[src/rtl/bhint_trust_mon.sv]
module bhint_trust_mon #(
  parameter int CNT_W = 8
) (
  input  logic             clk,
  input  logic             rst_n,
  input  logic             resolve_vld,
  input  logic             base_ok,
  input  logic             hint_ok,
  input  logic [CNT_W-1:0] thresh,
  input  logic             resync,
  input  logic             base_taken,
  input  logic             hint_taken,
  output logic             hint_off,
  output logic             src_is_hint,
  output logic             pred_taken
);
  localparam logic [CNT_W-1:0] CNT_MAX = {CNT_W{1'b1}};

  logic [CNT_W-1:0] cnt_q, cnt_nxt;
  logic             off_q;
  logic             up, dn;

  assign up = resolve_vld &  base_ok & ~hint_ok;
  assign dn = resolve_vld & ~base_ok &  hint_ok;

  always_comb begin
    cnt_nxt = cnt_q;
    if (up && cnt_q != CNT_MAX) cnt_nxt = cnt_q + 1'b1;
    else if (dn && cnt_q != '0) cnt_nxt = cnt_q - 1'b1;
  end

  always_ff @(posedge clk or negedge rst_n) begin
    if (!rst_n) begin
      cnt_q <= '0;
      off_q <= 1'b0;
    end else if (resync) begin
      cnt_q <= '0;
      off_q <= 1'b0;
    end else begin
      cnt_q <= cnt_nxt;
      if (resolve_vld && cnt_nxt > thresh) off_q <= 1'b1;
    end
  end

  assign hint_off    = off_q;
  assign src_is_hint = ~off_q;
  assign pred_taken  = off_q ? base_taken : hint_taken;
endmodule


[config.mk]
export PLATFORM = sky130hd
export DESIGN_NAME = bhint_trust_mon
export DESIGN_NICKNAME = d
export VERILOG_FILES = /design/src/rtl/bhint_trust_mon.sv
export SDC_FILE = /design/constraint.sdc
export NUM_CORES = 1
export LEC_CHECK = 0
export ABC_AREA = 1
export BUFFER_PORTS_ARGS = -buffer_cell sky130_fd_sc_hd__buf_2
export CAP_MARGIN = 0
export CORE_MARGIN = 3
export CORE_UTILIZATION = 50
export CTS_BUF_LIST = sky130_fd_sc_hd__clkbuf_8 sky130_fd_sc_hd__clkbuf_16
export DETAILED_ROUTE_END_ITERATION = 7
export HOLD_SLACK_MARGIN = 0.06
export PLACE_DENSITY = 0.73
export REMOVE_ABC_BUFFERS = 1
export SLEW_MARGIN = 20
export SYNTH_ARGS = -nofsm -noshare
export SYNTH_HDL_FRONTEND = slang
export SYNTH_SLANG_ARGS = --single-unit
[constraint.sdc]
create_clock -name clk -period 6.2 [get_ports clk]
set_input_delay 0.62 -clock clk [delete_from_list [all_inputs] [get_ports clk]]
set_output_delay 0.62 -clock clk [all_outputs]
set_load 0.02 [all_outputs]
Yosys cells after proc, flatten, opt, wreduce, memory -nomap -nowiden
Cells that the tools add are included.
- input bits: 16
- register bits: 9
- word-level logic and storage cells: 24
- output and inout port bits: 3
- $lt $le $gt $ge: 1
- reductions and logical operators: 5
- bitwise gates (word level): 7
- eq/ne operators: 1
- muxes and demuxes: 6
- add/subtract/negate cells: 2
- operator list (cell ; count):
    $mux W8 ; 3
    $add A8 B1 Y8 const B ; 1
    $gt A8 B8 Y1 ; 1
    $ne A8 B8 Y1 const B ; 1
    $reduce_bool A8 Y1 ; 1
    $sub A8 B1 Y8 const B ; 1
    $and A1 B1 Y1 ; 4
    $logic_and A1 B1 Y1 ; 3
    $mux W1 ; 3
    $not A1 Y1 ; 3
    $reduce_bool A2 Y1 ; 1

Logic depth before layout (Yosys ltp)
Gate-level depths: netlist (run 1).
- depth after elaboration: 10
- mapped depth: 17
- depth with buffers taken out: 17

Least setup slack after synthesis (run 1)
Ideal clock, no wire load.
- kind: reg-to-reg
- start: reg cnt_q[0]
- end: reg off_q, in the netlist hint_off
- arrival: 2.022 ns
- buffers on the path: 0
- stages on the path, launching flop included: 17
- period minus slack after synthesis: 2.167 ns
- path slack: 4.033 ns
- library setup time: 0.145 ns
- path through: dfrtp_1 -> inv_1 -> ha_1 -> nand3_1 -> o21ai_4 -> inv_4 -> nand2_2 -> nand2_1 -> nand2_1 -> nand2_1 -> ha_1 -> a21oi_1 -> o21ai_0 -> nand2_1 -> nand2_1 -> nand2_1 -> a21oi_1
- cells in the longest elaborated chain, start to end: 7
- elaborated cells on any way between the ends: 11
- classes of those cells: 2 x add/sub; 1 x order compare; 1 x eq/ne; 2 x mux; 5 x reduce/logical
- RTL lines (element ; RTL line ; RTL):
    start: declaration ; 19 ; logic [CNT_W-1:0] cnt_q, cnt_nxt;
    start signal: assignment ; 40 ; cnt_q <= cnt_nxt;
    parallel branches: the longest is 3 deep, another holds $sub A8 B1 Y8 ; - ;
    $mux W8 * ; 28 ; if (up && cnt_q != CNT_MAX) cnt_nxt = cnt_q + 1'b1;
    $gt A8 B8 Y1 * ; 41 ; if (resolve_vld && cnt_nxt > thresh) off_q <= 1'b1;
    $logic_and A1 B1 Y1 * ; 41 ;
    $reduce_bool A2 Y1 (no line) * ; - ;
    end signal: assignment ; 35 ; off_q <= 1'b0;
    end signal: assignment ; 38 ; off_q <= 1'b0;
    end signal: assignment ; 41 ;
    end: declaration ; 20 ; logic off_q;
Mark *: on every way between the ends.
A chain may end at the register's enable or synchronous reset.

Worst setup path after layout (run 1)
- start: reg cnt_q[1]
- end: reg off_q, in the netlist hint_off
The elaborated chain is that of the path after synthesis.

==> results of run 1 <==
==> state kept, by name (all words and copies together) (netlist names) <==
signal    cells
hint_off      1
cnt_q         8
==> kinds of logic after synthesis <==
kind of cell / count (synthesis) / share of synthesized area [%]
XOR/XNOR: 6 / 5.07
AND/OR/NAND/NOR: 90 / 39.4
buffers and inverters: 32 / 11.8
adder cells (fa/ha/maj): 11 / 13.3
AO/OA/AOI/OAI: 13 / 8.70
flip-flops: 9 / 21.7
==> worst min-delay path by stage <==
stage,from,to,slack [ns],cells past startpoint
5_1_grt,rst_n,cnt_q[1]$_DFF_PN0_,0.23,1
2_1_floorplan,rst_n,cnt_q[0]$_DFF_PN0_,0.32,0
3_3_place_gp,rst_n,cnt_q[7]$_DFF_PN0_,0.48,1
3_5_place_dp,rst_n,cnt_q[7]$_DFF_PN0_,0.49,1
6_report,rst_n,cnt_q[1]$_DFF_PN0_,0.23,1
4_1_cts,rst_n,cnt_q[0]$_DFF_PN0_,0.23,1
==> power groups by stage <==
| stage | registers, mW | clock network (mW) | logic, mW |
|---|---|---|---|
| after floorplan | 0.0708 | 0 | 0.0698 |
| after global placement | 0.0714 | 0 | 0.0914 |
| after detailed placement | 0.0714 | 0 | 0.0948 |
| after CTS | 0.0706 | 0.0717 | 0.0954 |
| after global routing | 0.0719 | 0.0742 | 0.109 |
| final | 0.0709 | 0.0696 | 0.0948 |
==> routing by layer <==
metal	routed length (microns)	track usage, %
met5	0	0
met4	27	9.17
met3	85	2.01
met2	1110	34.1
met1	1110	27.2
==> cell type report <==
| type | instances | area [sq um] | area share (%) |
|---|---|---|---|
| Multi-Input combinational cell | 120 | 688 | 57.4 |
| Sequential cell | 9 | 225 | 18.8 |
| Inverter | 31 | 119 | 9.91 |
| Timing Repair Buffer | 18 | 90.1 | 7.51 |
| Clock buffer | 3 | 41.3 | 3.44 |
| Tap cell | 25 | 31.3 | 2.61 |
| Clock inverter | 1 | 5.00 | 0.417 |
==> Yosys cell counts, types with 2 or more instances <==
cell,count
sky130_fd_sc_hd__a21oi_1,4
sky130_fd_sc_hd__a21oi_2,2
sky130_fd_sc_hd__dfrtp_1,9
sky130_fd_sc_hd__ha_1,11
sky130_fd_sc_hd__inv_1,28
sky130_fd_sc_hd__inv_2,2
sky130_fd_sc_hd__nand2_1,52
sky130_fd_sc_hd__nand2_2,5
sky130_fd_sc_hd__nand3_1,9
sky130_fd_sc_hd__nand4_1,2
sky130_fd_sc_hd__nor2_1,13
sky130_fd_sc_hd__nor2_2,5
sky130_fd_sc_hd__o21ai_0,3
sky130_fd_sc_hd__xor2_1,6
==> critical path: stages (launching register included) <==
cell and delay [ns]:
sky130_fd_sc_hd__dfrtp_1 0.41, sky130_fd_sc_hd__ha_1 0.19, sky130_fd_sc_hd__nand2_1 0.12, sky130_fd_sc_hd__nor3_4 0.24, sky130_fd_sc_hd__nand2_2 0.11, sky130_fd_sc_hd__nand2_4 0.12, sky130_fd_sc_hd__o211ai_1 0.10, sky130_fd_sc_hd__nand2_1 0.10
sky130_fd_sc_hd__inv_1 0.05, sky130_fd_sc_hd__ha_1 0.26, sky130_fd_sc_hd__inv_1 0.05, sky130_fd_sc_hd__nor2_1 0.10, sky130_fd_sc_hd__nor2_1 0.05, sky130_fd_sc_hd__o21ai_0 0.14, sky130_fd_sc_hd__nand2_1 0.07, sky130_fd_sc_hd__nand2_1 0.06
sky130_fd_sc_hd__nand2_1 0.05, sky130_fd_sc_hd__a21oi_1 0.11
==> placed cells by master, fill, tap and decap left out, drive strengths merged, types with 2 or more instances in the layout <==
cell type / n
o21ai: 4
inv: 31
nand3: 9
nor2: 18
dfrtp: 9
clkbuf: 3
a21oi: 6
xor2: 6
ha: 11
nor3: 2
nand2: 58
nand4: 2
buf: 18
==> per-stage QoR <==
step	util, %	std cells	setup slack (ns)
after floorplan	-	160	4.04
after global placement	62.7	203	3.73
after detailed placement	62.7	203	3.67
after CTS	65.2	207	3.78
after global routing	65.2	207	3.54
final	65.2	207	3.80
==> reports/results.txt, run 1 <==
Summed over all failing endpoints, the final setup total negative slack is 0 ns. The slew at the pin with the worst max-slew slack is 0.293 ns. Setup repair after global routing left no endpoint under its margin. The area added between synthesis and finish came out at 15.8%.

After global routing the overflow that remains totals 0. In this run the critical register-to-register path is launched from cnt_q[1]$_DFF_PN0_. The tools report the synthesis warning total as 0. In the synthesized netlist the dominant register cell turns out to be sky130_fd_sc_hd__dfrtp_1. Timing would allow up to 417 MHz. The analysis attributes to cell leakage a power of 0.743 nW. The root buffer cell was sky130_fd_sc_hd__clkbuf_8. The internal power of the cells totals 143 uW. Headroom to the max-slew limit came out at 80.4%.

The endpoint identified for the worst register-to-register timing path is hint_off$_DFFE_PN0P_. The tools report the launch point of the worst path as cnt_q[1]$_DFF_PN0_. A synthesized cell averages 6.43 sq um.

The run gives 15 as the DRC violation total after the first TritonRoute iteration. The fraction of layout cells with a size suffix above 1 is 22.5%, and the clock slew at the register clock pins of the worst setup and hold paths is 0.05 ns. The count of antenna diodes in the layout came out at 0. The setup clock skew after layout was 0.00474 ns; the number of setup buffers added after CTS was 0. The tools report the wire length of the first global-routing pass as 4170 microns. In the synthesized netlist, the number of instances is 161.

The worst-case IR drop observed on VDD is 0.102 mV. The switching share of power is 39.2%, and the area of the die is 2650 sq um. The most critical setup path has its endpoint at hint_off$_DFFE_PN0P_. After clock tree synthesis, the repair step resized 0 gates. The placed instances occupy a cell area of 1150 sq um. The vertical die dimension is 51.5 microns, and the total number of vias is 1017. The finished cells cover 1200 sq um. The biggest area contributor in the post-synthesis netlist is sky130_fd_sc_hd__dfrtp_1. Number of levels in the clock H-tree: 1. Routability congestion estimate from global placement: 0.936. The all-layer global routing usage came out at 20.6%.

The setup path with the least slack is of type flip-flop to flip-flop. The clock net in this run drives a total of 9 sinks. The signal arrival time at the worst endpoint is 2.57 ns. The reported net switching power was 92.3 uW; the clock network latency to the later pin of the worst-skew pair was 0.24 ns.

The portion of the clock cycle consumed by the worst path in the final layout was 38.7%; the final worst hold slack was 0.231 ns. Input and output buffers added on the ports amount to 18. Setup violations remaining at the end of the flow were counted as 0. The final count of pins violating max slew was 0; the number of I/O pins was 19. In this run, the clock network consumes 29.6% of the power. In this run the standard cell core region covers 1840 sq um.

In this run, synthesis inferred 0 flip-flops with an integrated enable. The final hold violation count is 0. The count of nets left with antenna violations once routing finished came out at 0. STA puts the critical path data required time at 6.37 ns.

The total power draw is 235 uW, and the maximum number of pins on one net before global-route repair is 10. The final layout contains routed wiring with a total length of 2330 microns. The power density of the placed cells is 196 nW/um^2, and the post-route DRC violation count is 0. The number of max-cap violations was 0. The flow ran to the end, and the final reports show no timing, DRC or antenna violations. TritonCTS built the clock tree.

The number of hold buffers added after CTS was 0. The mapped netlist covers 1040 sq um. For the worst flop-to-flop path, the logic depth is 17. Counting the buffers created by CTS gives 3. The number of global-route vias before repair was 969. The run gives 4 as the total iterations of the first detailed-routing run. Of the total power, combinational logic draws 40.3%. After floorplanning, the core was divided into 15 placement rows.

The clock tree buffer depth came out at 2. STA classifies the critical path endpoint as a flip-flop. Sequential cells account for 30.1% of the total power. In the post-synthesis netlist, the biggest area contributors are sky130_fd_sc_hd__dfrtp_1 (22%), sky130_fd_sc_hd__nand2_1 (19%), sky130_fd_sc_hd__ha_1 (13%). The die is 51.5 microns wide. The count of distinct cell types in the synthesized netlist is 24, and the proportion of synthesized chip area in sequential cells is 21.7%. The smallest clock period supported by the final layout is computed as 2.40 ns. The synthesized design contains 9 register bits. The tools report the HPWL after detailed placement as 1990 microns. For this configuration, the core starts out at a cell density of 56.3%. The setup slack of the worst register-to-register path was 3.80 ns.

The via count normalized by instance count is 4.91. After filler insertion, the fill cell instance count of the layout stands at 189. Async set-reset flop share out of synthesis: 100%. Dividing the detail-routed wire length by the instance count gives 11.2 microns. The worst hold-check path type was input port to asynchronous set/reset pin.

For the number of antenna violations at the first check in global routing, the log shows 0. In this run the biggest area consumer among cell types represents 21.7% of the synthesized area. For this run, the post-layout net count is 210.

Of all nets on the critical path, the largest fanout is 8. The sort of element at the start of the critical path is a flip-flop.
Power figures use the tool's default switching activity.
==> run 2, diff against run 1 <==
--- a/config.mk
+++ b/config.mk
@@ -9,11 +9,11 @@
 export BUFFER_PORTS_ARGS = -buffer_cell sky130_fd_sc_hd__buf_2
 export CAP_MARGIN = 0
 export CORE_MARGIN = 3
-export CORE_UTILIZATION = 50
+export CORE_UTILIZATION = 49
 export CTS_BUF_LIST = sky130_fd_sc_hd__clkbuf_8 sky130_fd_sc_hd__clkbuf_16
 export DETAILED_ROUTE_END_ITERATION = 7
 export HOLD_SLACK_MARGIN = 0.06
-export PLACE_DENSITY = 0.73
+export PLACE_DENSITY = 0.74
 export REMOVE_ABC_BUFFERS = 1
 export SLEW_MARGIN = 20
 export SYNTH_ARGS = -nofsm -noshare
==> constraint.sdc (replaced) <==
create_clock -name clk -period 2 [get_ports clk]
set_input_delay 0.2 -clock clk [delete_from_list [all_inputs] [get_ports clk]]
set_output_delay 0.2 -clock clk [all_outputs]
set_load 0.02 [all_outputs]
==> reports/results.txt, run 2 (synthesis gave the netlist of run 1 again) <==
The register with the most flip-flops in the layout has 8 of them. The clock tree buffer depth is 2, and the detailed-route wire length is 3030 microns. The worst setup path is captured at a flip-flop. The number of stages on the worst hold path was 2. The beginning of the worst hold path is resync. In the final routed layout, each cell accounts on average for 12.3 microns. Tracing the worst setup path back leads to its startpoint at cnt_q[2]$_DFF_PN0_. Dividing the final minimum period by the clock period gives 116%. For the worst flop-to-flop path, the logic depth is 15. Power spread over the standard cell area amounts to 558 nW/um^2.

The minimum period implied by the final worst setup slack was 2.33 ns. Clock skew on the completed layout was measured at 0.00725 ns. After floorplanning, the core was divided into 16 placement rows. The run gives 1 as the number of levels in the clock H-tree. In the routed design, unresolved DRC markers number 0.

The capture point of the worst reg-to-reg path was hint_off$_DFFE_PN0P_. The tools report the worst path setup slack after routing as -0.329 ns. For met1 alone, demand over resource in global routing was 29.0%. The met3 usage came out at 2.58%. In this run, CTS created clock tree buffers numbering 3. The die covers 2700 sq um. Including well taps, the total number of placed cells is 233. The run gives 0 as the final hold violation count. In this run the clock root is driven by a sky130_fd_sc_hd__clkbuf_8.

The static power due to leakage came out at 0.922 nW. Core area: 1980 sq um. Setup slack on the worst reg-to-reg path comes out at -0.33 ns. The headroom to the max-slew limit is 80.2%, and the clock network latency to the later pin of the worst-skew pair is 0.23 ns.

For the worst setup path, the data arrival time is 2.48 ns. The path class of the tightest hold or removal check is input port to flip-flop. For the number of global-route vias before repair, the log shows 1239. At the pin with the least slew margin, the transition time is 0.295 ns. The effective utilization at floorplan was 52.3%. The tools report the sort of element at the start of the critical path as a flip-flop. Before antenna repair, the detailed router went through 4 iterations. Derived from the worst setup path, the maximum achievable clock frequency is 429 MHz. Maximum fanout encountered on the critical timing path: 8. The total number of vias was 1234; the area added between synthesis and finish was 49.3%. The die is 52.0 microns tall. The setup path with the least slack is of type flip-flop to flip-flop. Entering global routing, the biggest net connects 10 pins. The total overflow left after global routing is 0.

The via count normalized by instance count is 5.02. The number of nets at the end of the flow was 247. After the first detailed-routing iteration, the DRC count stood at 39. The checks that failed: negative setup slack. The residual antenna-violating net count after detailed routing was 0; the clock sink count was 9.

TritonCTS built the clock tree. The first global-routing pass estimated 5060 microns of wire. More flip-flops sit in one register than any other, and that register is cnt_q. VDD sags by at most 0.506 mV. The flow ran to the end, but the final reports show violations. The congestion estimate from routability-driven global placement came to 0.979. Chip width: 52.0 microns. For the final count of pins violating max slew, the log shows 0. In the global route stage, met2 resource usage came out at 46.7%. The all-layer global routing usage is 24.8%. The HPWL after detailed placement is 2210 microns, and the setup-violating endpoint count in the final report is 1. After global routing, the most crowded layer is met2.

In the layout the commonest cells are sky130_fd_sc_hd__nand2_1 (48), sky130_fd_sc_hd__buf_4 (36), sky130_fd_sc_hd__inv_1 (26). The leading cell type in the layout, fill and taps excluded is sky130_fd_sc_hd__nand2_1. The beginning of the worst register-to-register path was cnt_q[2]$_DFF_PN0_. The count of buffers added on input and output ports is 18.

The post-route netlist has 42.0% of its cells at a drive strength greater than 1. Setup repair after global routing could not meet its margin everywhere. In this run the count of I/O pins placed on the die edge is 19. The tools report the fraction of the core area covered by cells at the end of the flow as 78.0%.

Sink of the worst hold path: cnt_q[3]$_DFF_PN0_. The logs give 0 for the count of antenna diodes in the layout and 246 for the post-layout instance count excluding filler cells. The number of antenna violations at the first check in global routing is 0.

The required time at the worst-slack endpoint is 2.15 ns, and the clock slew at the register clock pins of the worst setup and hold paths is 0.04 ns. The number of max-cap violations came out at 0.
## run 2: cell count changes in the layout (fill, tap and decap cells not counted), sizes merged
| cell | previous run | this run |
|---|---|---|
| buf | 18 | 54 |
| inv | 31 | 32 |
| dlygate4sd3 | 0 | 1 |
| clkinv | 1 | 0 |
## run 2: through the flow
| stage | hold WS, ns | instance area [sq um] | total power [mW] | setup slack, ns | setup TNS, ns |
|---|---|---|---|---|---|
| 3_3_place_gp | 0.0562 | 1370 | 0.578 | -0.267 | -0.267 |
| 5_1_grt | 0.322 | 1550 | 0.926 | -0.498 | -0.498 |
| 3_5_place_dp | 0.0568 | 1370 | 0.594 | -0.396 | -0.396 |
| 2_1_floorplan | -0.0956 | 1030 | 0.436 | -0.159 | -0.159 |
| 6_report | 0.305 | 1550 | 0.863 | -0.329 | -0.329 |
| 4_1_cts | 0.293 | 1470 | 0.807 | -0.320 | -0.320 |
## run 2: worst max-delay path: stages (launching register included)
cell and delay, ns:
sky130_fd_sc_hd__dfrtp_1 0.43, sky130_fd_sc_hd__nor2_1 0.21, sky130_fd_sc_hd__nand2_2 0.11, sky130_fd_sc_hd__o21ai_4 0.27, sky130_fd_sc_hd__o211ai_1 0.16, sky130_fd_sc_hd__nand2_1 0.12, sky130_fd_sc_hd__inv_1 0.06, sky130_fd_sc_hd__ha_1 0.28
sky130_fd_sc_hd__inv_2 0.04, sky130_fd_sc_hd__nor2_2 0.09, sky130_fd_sc_hd__nor2_1 0.05, sky130_fd_sc_hd__o21ai_1 0.13, sky130_fd_sc_hd__nand2_1 0.07, sky130_fd_sc_hd__nand2_1 0.05, sky130_fd_sc_hd__nand2_1 0.06, sky130_fd_sc_hd__a21oi_2 0.13
## run 2: per-layer routing
| metal | up-vias | share of wire (%) |
|---|---|---|
| met4 | 0 | 2.7 |
| met5 | - | 0 |
| li1 | 608 | - |
| met2 | 54 | 50 |
| met3 | 12 | 5.0 |
| met1 | 560 | 42 |
## run 2: how the worst max path moves through the flow
stage                     cells past startpoint                   end  slack [ns]
after floorplan                              16  hint_off$_DFFE_PN0P_       -0.16
after global placement                       17  hint_off$_DFFE_PN0P_       -0.27
after detailed placement                     16  hint_off$_DFFE_PN0P_       -0.40
after CTS                                    17  hint_off$_DFFE_PN0P_       -0.32
after global routing                         17  hint_off$_DFFE_PN0P_       -0.50
final                                        15  hint_off$_DFFE_PN0P_       -0.33
## run 2: power breakdown
group	switching [mW]	leakage, nW	internal (mW)	total (mW)
sequential	0.0189	0.122	0.199	0.218
combinational	0.238	0.774	0.203	0.441
clock	0.0705	0.0269	0.134	0.204
## run 2: timing repair
item	in CTS	in global routing
endpoints found under the hold margin	9	0
hold buffers	1	0
setup endpoints to repair	1	1
cloned	0	0
pin swaps	7	12
buffers inserted	5	3
gates resized for setup	4	16
## run 2: area by class of cell
| cell class | instances | area [sq um] |
|---|---|---|
| Clock inverter | 1 | 3.75 |
| Sequential cell | 9 | 225 |
| Fill cell | 131 | 435 |
| Inverter | 31 | 119 |
| Multi-Input combinational cell | 120 | 753 |
| Clock buffer | 3 | 41.3 |
| Timing Repair Buffer | 55 | 370 |
| Tap cell | 27 | 33.8 |
